==> src/rtl/lnk_pkg.sv <==
// Shared constants for the readout link integrity checker.
// Assumes the error vector order and the header word positions below are
// decoded the same way by the downstream event builder.
package lnk_pkg;
    localparam int NERR      = 7;
    localparam int E_LINK    = 0;
    localparam int E_SRC     = 1;
    localparam int E_LEN     = 2;
    localparam int E_PAR     = 3;
    localparam int E_EVT     = 4;
    localparam int E_BX      = 5;
    localparam int E_TMO     = 6;
    localparam int HDR_BX    = 0;
    localparam int HDR_EVT   = 1;
    localparam int HDR_LEN   = 2;
    localparam int HDR_SRC   = 3;
    localparam int HDR_WORDS = 4;
endpackage

==> src/rtl/lnk_blk_track.sv <==
// Block framing tracker. Opens a block on a start-marked word, counts words,
// keeps the header length word and collects sticky error flags. It reports
// the final vector, length check included, on the end-marked word.
// Assumes abort is never high in a cycle where blk_end is high.
module lnk_blk_track
    import lnk_pkg::*;
#(
    parameter int DW = 16
) (
    input  logic                 clk,
    input  logic                 rst_n,
    input  logic                 acc,
    input  logic                 sof,
    input  logic                 eof,
    input  logic                 abort,
    input  logic [DW-1:0]        data,
    input  logic [NERR-1:0]      werr,
    output logic [HDR_WORDS-1:0] hdr_sel,
    output logic                 blk_end,
    output logic [NERR-1:0]      blk_err,
    output logic [NERR-1:0]      flags_q
);
    logic          in_blk;
    logic          take;
    logic [DW-1:0] cnt_q, pos, cnt_next, len_q, len_eff;
    logic [NERR-1:0] flags_next;

    assign take     = acc && (sof || in_blk);
    assign pos      = sof ? '0 : cnt_q;
    assign cnt_next = (pos == '1) ? pos : pos + 1'b1;
    assign blk_end  = take && eof;

    // One-hot marker of the header field carried by the current word.
    for (genvar g = 0; g < HDR_WORDS; g++) begin : g_sel
        assign hdr_sel[g] = take && (pos == DW'(g));
    end

    // Final vector: sticky flags, this word's errors and the length check.
    always_comb begin
        len_eff           = hdr_sel[HDR_LEN] ? data : len_q;
        flags_next        = (sof ? '0 : flags_q) | werr;
        blk_err           = flags_next;
        blk_err[E_LEN]    = (cnt_next < DW'(HDR_WORDS)) || (cnt_next != len_eff);
    end

    // Framing state, word count, length word and sticky flags.
    always_ff @(posedge clk) begin
        if (!rst_n) begin
            in_blk  <= 1'b0;
            cnt_q   <= '0;
            len_q   <= '0;
            flags_q <= '0;
        end else if (abort) begin
            in_blk  <= 1'b0;
            cnt_q   <= '0;
            flags_q <= '0;
        end else if (take) begin
            if (eof) begin
                in_blk  <= 1'b0;
                cnt_q   <= '0;
                flags_q <= '0;
            end else begin
                in_blk  <= 1'b1;
                cnt_q   <= cnt_next;
                flags_q <= flags_next;
                if (hdr_sel[HDR_LEN]) len_q <= data;
            end
        end
    end
endmodule

==> config.mk <==
export PLATFORM = sky130hd
export DESIGN_NAME = lnk_blk_track
export DESIGN_NICKNAME = d
export VERILOG_FILES = /design/src/rtl/lnk_pkg.sv /design/src/rtl/lnk_blk_track.sv
export SDC_FILE = /design/constraint.sdc
export NUM_CORES = 1
export LEC_CHECK = 0
export ABC_AREA = 1
export BUFFER_PORTS_ARGS = -buffer_cell sky130_fd_sc_hd__buf_2
export CELL_PAD_IN_SITES_DETAIL_PLACEMENT = 0
export CELL_PAD_IN_SITES_GLOBAL_PLACEMENT = 1
export CORE_MARGIN = 2
export CORE_UTILIZATION = 30
export CTS_CLUSTER_SIZE = 30
export DETAILED_ROUTE_END_ITERATION = 8
export PLACE_DENSITY = 0.72
export SYNTH_ARGS = -nofsm -noshare
export SYNTH_HDL_FRONTEND = slang
export SYNTH_SLANG_ARGS = --single-unit
==> constraint.sdc <==
create_clock -name clk -period 1.9 [get_ports clk]
set_clock_uncertainty 0.2 [all_clocks]
set_input_delay 0.19 -clock clk [delete_from_list [all_inputs] [get_ports clk]]
set_output_delay 0.19 -clock clk [all_outputs]
set_load 0.05 [all_outputs]
# Word-level counts from Yosys, hierarchy flattened
# Index checks and enable logic that the tools add are counted.
[word_totals]
reg_bits = 40
out_inout_bits = 19
in_bits = 29
word_cells = 33
[classes]
n_reduce_logical = 11
add_sub_neg = 1
order_cmp = 1
mux = 7
bitwise = 4
eq_ne = 5
[op_table]
columns = ["op", "count"]
rows = [
  ["two-way mux 16 bit", 4],
  ["equality test 16 x 2 -> 1 bit (second input constant)", 2],
  ["adder 16 x 1 -> 16 bit (second input constant)", 1],
  ["equality test 16 x 1 -> 1 bit (second input constant)", 1],
  ["equality test 16 bit (second input constant)", 1],
  ["zero test 16 bit", 1],
  ["less-than comparator 16 x 3 -> 1 bit (second input constant)", 1],
  ["inequality test 16 bit", 1],
  ["two-way mux 7 bit", 2],
  ["OR 7 bit", 1],
  ["logical AND 1 bit", 6],
  ["NOT 1 bit", 3],
  ["AND reduction 3 bit", 1],
  ["logical OR 1 bit", 2],
  ["OR reduction 2 bit", 1],
  ["two-way mux 1 bit", 1],
]

# Logic depth before layout (Yosys ltp)
# Gate-level depths: netlist of run 1.
[logic_depth]
ltp_word = 6
depth_mapped = 17
ltp_nobuf = 15

# Worst setup path after synthesis of run 1
# No wires, ideal clock.
[synth_timing]
path_type = "input to output"
from = "input sof"
to = "output hdr_sel[1]"
path_slack_ns = -0.594
t_required_ns = 1.510
stages = 9
t_arrival_ns = 2.104
path_cell_list = "buf_6 > inv_6 > buf_8 > o21ai_2 > nand2_2 > nor2_4 > buf_4 > nand2_1 > nor3_1"
[synth_between]
elab_chain_cells = 3
elab_cells_between_ends = 5
classes_between = "1 x eq/ne; 1 x mux; 3 x reduce/logical"
[synth_lines]
columns = ["element", "line", "text"]
rows = [
  ["start, declared", "lnk_blk_track.sv:13", "input logic sof,"],
  ["two-way mux 16 bit / logical OR 1 bit (equally long branches)", "lnk_blk_track.sv:29, lnk_blk_track.sv:28", ""],
  ["equality test 16 x 1 -> 1 bit / logical AND 1 bit (equally long branches)", "lnk_blk_track.sv:35, lnk_blk_track.sv:28", ""],
  ["logical AND 1 bit *", "lnk_blk_track.sv:35", "assign hdr_sel[g] = take && (pos == DW'(g));"],
  ["end, declared", "lnk_blk_track.sv:18", "output logic [HDR_WORDS-1:0] hdr_sel,"],
]
# Mark *: on every way between the ends. The rest lies on a longest branch, timed or not.

# Worst setup path after layout of run 1
[layout_timing]
from = "register cnt_q[8]"
to = "output blk_err[2]"
[layout_between]
elab_chain_cells = 6
elab_cells_between_ends = 10
classes_between = "1 x add/sub; 1 x order compare; 3 x eq/ne; 3 x mux; 2 x reduce/logical"
[layout_lines]
columns = ["element", "line", "text"]
rows = [
  ["start, declared", "lnk_blk_track.sv:25", "logic [DW-1:0] cnt_q, pos, cnt_next, len_q, len_eff;"],
  ["start signal, assigned", "lnk_blk_track.sv:64", "cnt_q <= cnt_next;"],
  ["two-way mux 16 bit *", "lnk_blk_track.sv:29", "assign pos = sof ? '0 : cnt_q;"],
  ["branches (longest 4 deep; another with adder 16 x 1 -> 16 bit)", "n/a", ""],
  ["logical OR 1 bit *", "lnk_blk_track.sv:43", "blk_err[E_LEN] = (cnt_next < DW'(HDR_WORDS)) || (cnt_next != len_eff);"],
  ["end, declared", "lnk_blk_track.sv:20", "output logic [NERR-1:0] blk_err,"],
]
# Mark *: on every way between the ends.

==> metrics.txt, run 1 <==
top post-synthesis cells by count=146 x nand2_1, 54 x inv_1, 53 x nand3_1, 46 x nor2_1, 40 x dfxtp_1; initial antenna violation count=0; Max Slew Vio Count=0; largest net degree at the start of global routing=22; Die Ht=~100 um; status=complete, but fails checks; Synth top area share=0.277; die area=10500 um^2; worst-path cell chain=buf_6 -> o21ai_2 -> nand3_2 -> nor2_4 -> buf_12 -> buf_12 -> nand2_8 -> nand2_1 -> nand2_1 -> nand2_1 -> nand2_1 -> nor2_1 -> nand3_1 -> nor2_1 -> nand2_2 -> buf_8; core box area=around 9300 um^2; Setup-failing EPs final=22; violated checks=setup timing; fin nets=668; Worst Tran Pin Value=between 300 and 400 ps; final setup margin=-804 ps; Final Util=0.537; top cells by area, synth=dfxtp_1 28%, nand2_1 19%, nand3_1 9.2%; CP arrival=2310 ps; pre-CTS setup slack=-634 ps; Filler cells=910; port bufs=47; Peak Freq=roughly 0.37 GHz; Root Driver=clkbuf_8; Min Clock Period, post-route=2700 ps; Main synth FF type=dfxtp_1; CP Launch Type=flip-flop; DR vias=3703; Post-Synthesis Cells=480; Yosys reg bits=40; Clk network pwr share=0.403; Hold Vio Cnt, Final=0; ys async rst share=0; peak supply drop=about 0.3 mV; final instance area=4980 um^2; Area growth syn-to-layout=72.1%; dpl hpwl=7420 um; first-pass GRT wire length=18000 um; Total GRT Usage=0.222; Comb pwr share=0.176; Cell Pwr Density=406 nW/um^2; WL/cell=14.5 um; vias per cell=4.82; # rows=35; ANT cells=0; DRT iter0 DRCs=198; leakage power=2.41 nW; clock insertion delay at the later pin of the skew report=310 ps; internal power=approximately 0.0015 W; CTS tree=built; slowest stage delay, CP=340 ps; worst hold path type=primary input to flip-flop; placed instance area=3930 um^2; Initial Util=0.312; Worst EP required=1510 ps; GP Congestion=0.922; final WL=11100 um; EDFF count, synth=0; Worst path slowest cell=dfxtp_2; I/O pin count=between 40 and 50; Crit. End Element=output pin; final cycle utilization of the critical path=1.42; clock sinks=40; die width=102 um; vias in the first global route=around 3700; Final Hold Slack=28.6 ps; drt pass-1 iters=4; H-tree depth=2; layout cells sized above 1=0.472; Sw Ratio=0.278; # DRC=0; max_slew headroom=0.747; Clock Path Buffers=2; Tot Pwr=0.00202 W; sequential group share of total power=0.422; Synth Net Count=about 500; distinct cell type count of the synthesized netlist=33; Max-Cap Viols=0; syn_area_per_cell=6.03 um^2; RSZ-0062 raised after global routing=true; post-synthesis cell area=around 2900 um^2; clock slew seen by the registers of the worst setup and hold paths=90 ps; CP max FO=5; CTS Buf Count=5; yosys warns=0; GRT overflow=0; Antenna Violating Nets Remaining=0; CP dominant cell by count=nand2_1; critical path class=flip-flop to output pin; most common cell in the netlist=nand2_1; sequential area share after synthesis=0.277; Net Sw Power=roughly 0.00056 W; cell type with the largest total area after synthesis=dfxtp_1
## repair_timing
action / 4_1_cts / 5_1_grt
cloned: 6 / 0
hold endpoints to repair: 1 / 0
pin swaps: 35 / 29
endpoints found under the setup margin: 25 / 35
setup buffers: 16 / 4
hold buffers: 1 / 0
gates resized for setup: 98 / 71
## worst paths after layout
check / endpoint / start / cells after the start / slack, ps
worst max-delay path: blk_err[2] / cnt_q[8] / 16 / -800
worst min-delay path: flags_q[3] / werr[3] / 4 / 30
worst max register to register: len_q[4] / in_blk / 13 / -130
worst min register to register: flags_q[3] / flags_q[3] / 2 / 280
## routing by layer
layer  share of wire  vias up  global-route usage
met2            0.48      115               0.372
met5               0        -                   0
li1                -     1857                   -
met1            0.43     1707               0.287
met3           0.057       24              0.0287
met4           0.031        0              0.0954
## power groups by stage
| stage | registers (W) | clock network, W | logic (W) |
|---|---|---|---|
| after floorplan | 0.000886 | 0 | 0.000157 |
| after global placement | 0.000880 | 0 | 0.000265 |
| after detailed placement | 0.000881 | 0 | 0.000268 |
| after CTS | 0.000861 | 0.000824 | 0.000342 |
| after global routing | 0.000855 | 0.000854 | 0.000380 |
| final | 0.000853 | 0.000814 | 0.000356 |
## placed cells by master (no fill, tap or decap), drive strengths merged, types with 8 or more instances in the layout
master	synthesis	final
buf	11	165
nand2	156	158
inv	62	61
nand3	59	59
nor2	56	56
dfxtp	40	40
o21ai	27	27
a21oi	25	25
o21a	12	12
clkbuf	7	8
## per-stage QoR
stage | cells | TNS [ps]
2_1_floorplan | 480 | -788
6_report | 769 | -3420
3_5_place_dp | 734 | -5470
4_1_cts | 765 | -3730
5_1_grt | 769 | -5260
3_3_place_gp | 734 | -4780
## logic make-up (layout without fill, tap and decap cells)
group,after synthesis,count (layout),synth area share
buf+inv,81,239,0.124
xor+xnor,2,2,0.00605
flops,40,40,0.277
simple gates,279,281,0.430
compound gates,78,78,0.163
## flip-flops by register name, summed over array words and instances, names as in the netlist
signal and cells:
flags_q 7, in_blk 1, cnt_q 16, len_q 16
## critical path: cells and delay by family (launching register included)
| kind | cells | cell delay (ps) |
|---|---|---|
| compound gates | 1 | 120 |
| flops | 1 | 340 |
| buf+inv | 4 | 520 |
| simple gates | 11 | 1010 |
## area by class of cell
cell class                 instances  area, um^2  share of cell area
clock buffer                       7        96.3              0.0193
multi-input combinational        361        2160               0.434
inverter                          63         250              0.0502
tap                              129         161              0.0324
sequential                        40         838               0.168
clock inverter                     1        30.0             0.00603
timing repair buffer             168        1450               0.290
No activity file was read; power rests on OpenSTA's default activity.
==> run 2, diff against run 1 <==
--- a/config.mk
+++ b/config.mk
@@ -14,6 +14,7 @@
 export CTS_CLUSTER_SIZE = 30
 export DETAILED_ROUTE_END_ITERATION = 8
 export PLACE_DENSITY = 0.72
+export REMOVE_ABC_BUFFERS = 1
 export SYNTH_ARGS = -nofsm -noshare
 export SYNTH_HDL_FRONTEND = slang
 export SYNTH_SLANG_ARGS = --single-unit
==> run 2 against run 1 <==
Against the previous run: the flow still finishes with violations (setup timing); total power up 6.5%; combinational power down 18%; non-clock buffer count down 17; global-route usage down 3.3 points; setup slack better by 35 ps; final cell count down 2.5%; utilization down 3.8 points; sequential power about the same.
==> metrics.txt, run 2 (same netlist as run 1, synthesis figures left out) <==
status=complete, but fails checks; violated checks=setup timing; WL/cell=13.0 um; RR Endpoint=cnt_q[13]; ANT cells=0; Worst path slowest cell=dfxtp_4; peak supply drop=about 0.28 mV; Worst Reg-to-Reg Cells=9; Finished Layout Cells=750; RSZ-0062 raised after global routing=true; CP Launch Type=flip-flop; DR vias=between 3000 and 4000; CP max FO=7; commonest cells after routing, fill and taps aside=127 x nand2_1, 84 x buf_4, 48 x inv_1, 43 x nand3_1, 41 x buf_2; Initial Util=0.312; pre-CTS setup slack=-655 ps; Root Driver=clkbuf_8; I/O pin count=48; Filler cells=961; R2R Setup Slk=-40 ps; largest net degree at the start of global routing=25; Total GRT Usage=0.190; Setup-failing EPs final=7; Hold Vio Cnt, Final=0; DRT iter0 DRCs=160; drt pass-1 iters=4; Clock Path Buffers=2; dpl hpwl=6870 um; GRT overflow=0; Placed Cells=717; port bufs=47; Hold Path End=flags_q[2]; vias per cell=4.72; multi-input combinational cell area=~2000 um^2; vias in the first global route=between 3000 and 4000; Peak Freq=0.375 GHz; reg-to-reg startpoint=cnt_q[1]; hold path depth=4; Max Slew Vio Count=0; Storage cell area=833 um^2; first-pass GRT wire length=15500 um; Worst EP required=1510 ps; H-tree depth=2; Worst Hold Launch=werr[2]; Min Clock Period, post-route=roughly 2700 ps; # DRC=0; fin nets=between 600 and 700; clock insertion delay at the later pin of the skew report=310 ps; CP startpoint=cnt_q[1]; # rows=35; leakage power=2.24 nW; clock sinks=40; Final Hold Slack=9.92 ps; Cell Pwr Density=approximately 470 nW/um^2; die width=102 um; core box area=9280 um^2; final cycle utilization of the critical path=1.40; final setup margin=-769 ps; commonest non-fill, non-tap cell in the layout=nand2_1; initial antenna violation count=0; Max-Cap Viols=0; critical path class=flip-flop to output pin; Die Ht=102 um; GP Congestion=0.876; CTS tree=built; die area=10500 um^2; CP dominant cell by count=nand2_1; Worst Tran Pin Value=347 ps; CP arrival=2280 ps; Area growth syn-to-layout=59.8%; slowest stage delay, CP=380 ps; Largest regs=cnt_q: 16 flops, len_q: 16 flops, flags_q: 7 flops; Crit. End Element=output pin; final WL=9760 um; max_slew headroom=0.769; clock slew seen by the registers of the worst setup and hold paths=90 ps; worst-path cell chain=nand2_2 -> nor2_4 -> nand3_2 -> nor2_4 -> nand2_8 -> buf_6 -> nand2_1 -> nand2_2 -> nand2_1 -> nand2_1 -> nor2_2 -> nand3_1 -> nor2_1 -> nand2_1 -> buf_6; CTS Buf Count=5; layout cells sized above 1=0.441; Antenna Violating Nets Remaining=0; worst hold path type=primary input to flip-flop
-- run 2: layout make-up --
cell class | count | share of cell area
Multi-Input combinational cell | 359 | 0.440
Timing Repair Buffer | 151 | 0.256
Sequential cell | 40 | 0.180
Inverter | 63 | 0.0541
Tap cell | 129 | 0.0349
Clock inverter | 3 | 0.0195
Clock buffer | 5 | 0.0149
-- run 2: worst max-delay path by stage --
stage / end / slack, ps / depth (start not counted)
global route: blk_err[2] / -940 / 16
global placement: blk_err[2] / -650 / 16
CTS: blk_err[2] / -770 / 16
detailed placement: blk_err[2] / -650 / 16
floorplan: len_q[0] / -780 / 9
finish: blk_err[2] / -770 / 15
-- run 2: report_power, final --
group          switching, W  total [W]  internal [W]
clock network      0.000351    0.00101      0.000658
registers        0.00000990   0.000854      0.000844
logic              0.000178   0.000292      0.000114
-- run 2: worst max-delay path: cells and delay by family, from the launching register on --
family	cells	cell delay (ps)
buf+inv	2	320
simple gates	13	1260
flops	1	380
-- run 2: timing repair --
| action | in CTS | in global routing |
|---|---|---|
| hold buffers | 1 | 0 |
| setup buffers | 12 | 11 |
| gates cloned | 0 | 1 |
| pin swaps | 15 | 24 |
| setup endpoints to repair | 17 | 34 |
| hold endpoints to repair | 1 | 0 |
| gates resized for setup | 68 | 82 |
-- run 2: metal layers --
metal / vias up / global-route usage / wire length, um
met1: 1645 / 0.254 / 4450
met4: 0 / 0.0503 / 154
met5: - / 0 / 0
li1: 1815 / - / -
met2: 63 / 0.321 / 4760
met3: 15 / 0.0253 / 388
-- run 2: per-stage QoR --
stage | utilization | total power [W] | area (um^2) | TNS [ps]
2_1_floorplan | - | 0.00102 | 2780 | -13610
3_3_place_gp | 0.406 | 0.00113 | 3770 | -1980
3_5_place_dp | 0.406 | 0.00113 | 3770 | -2170
4_1_cts | 0.458 | 0.00215 | 4250 | -1720
5_1_grt | 0.498 | 0.00222 | 4630 | -2910
6_report | 0.498 | 0.00216 | 4630 | -1670
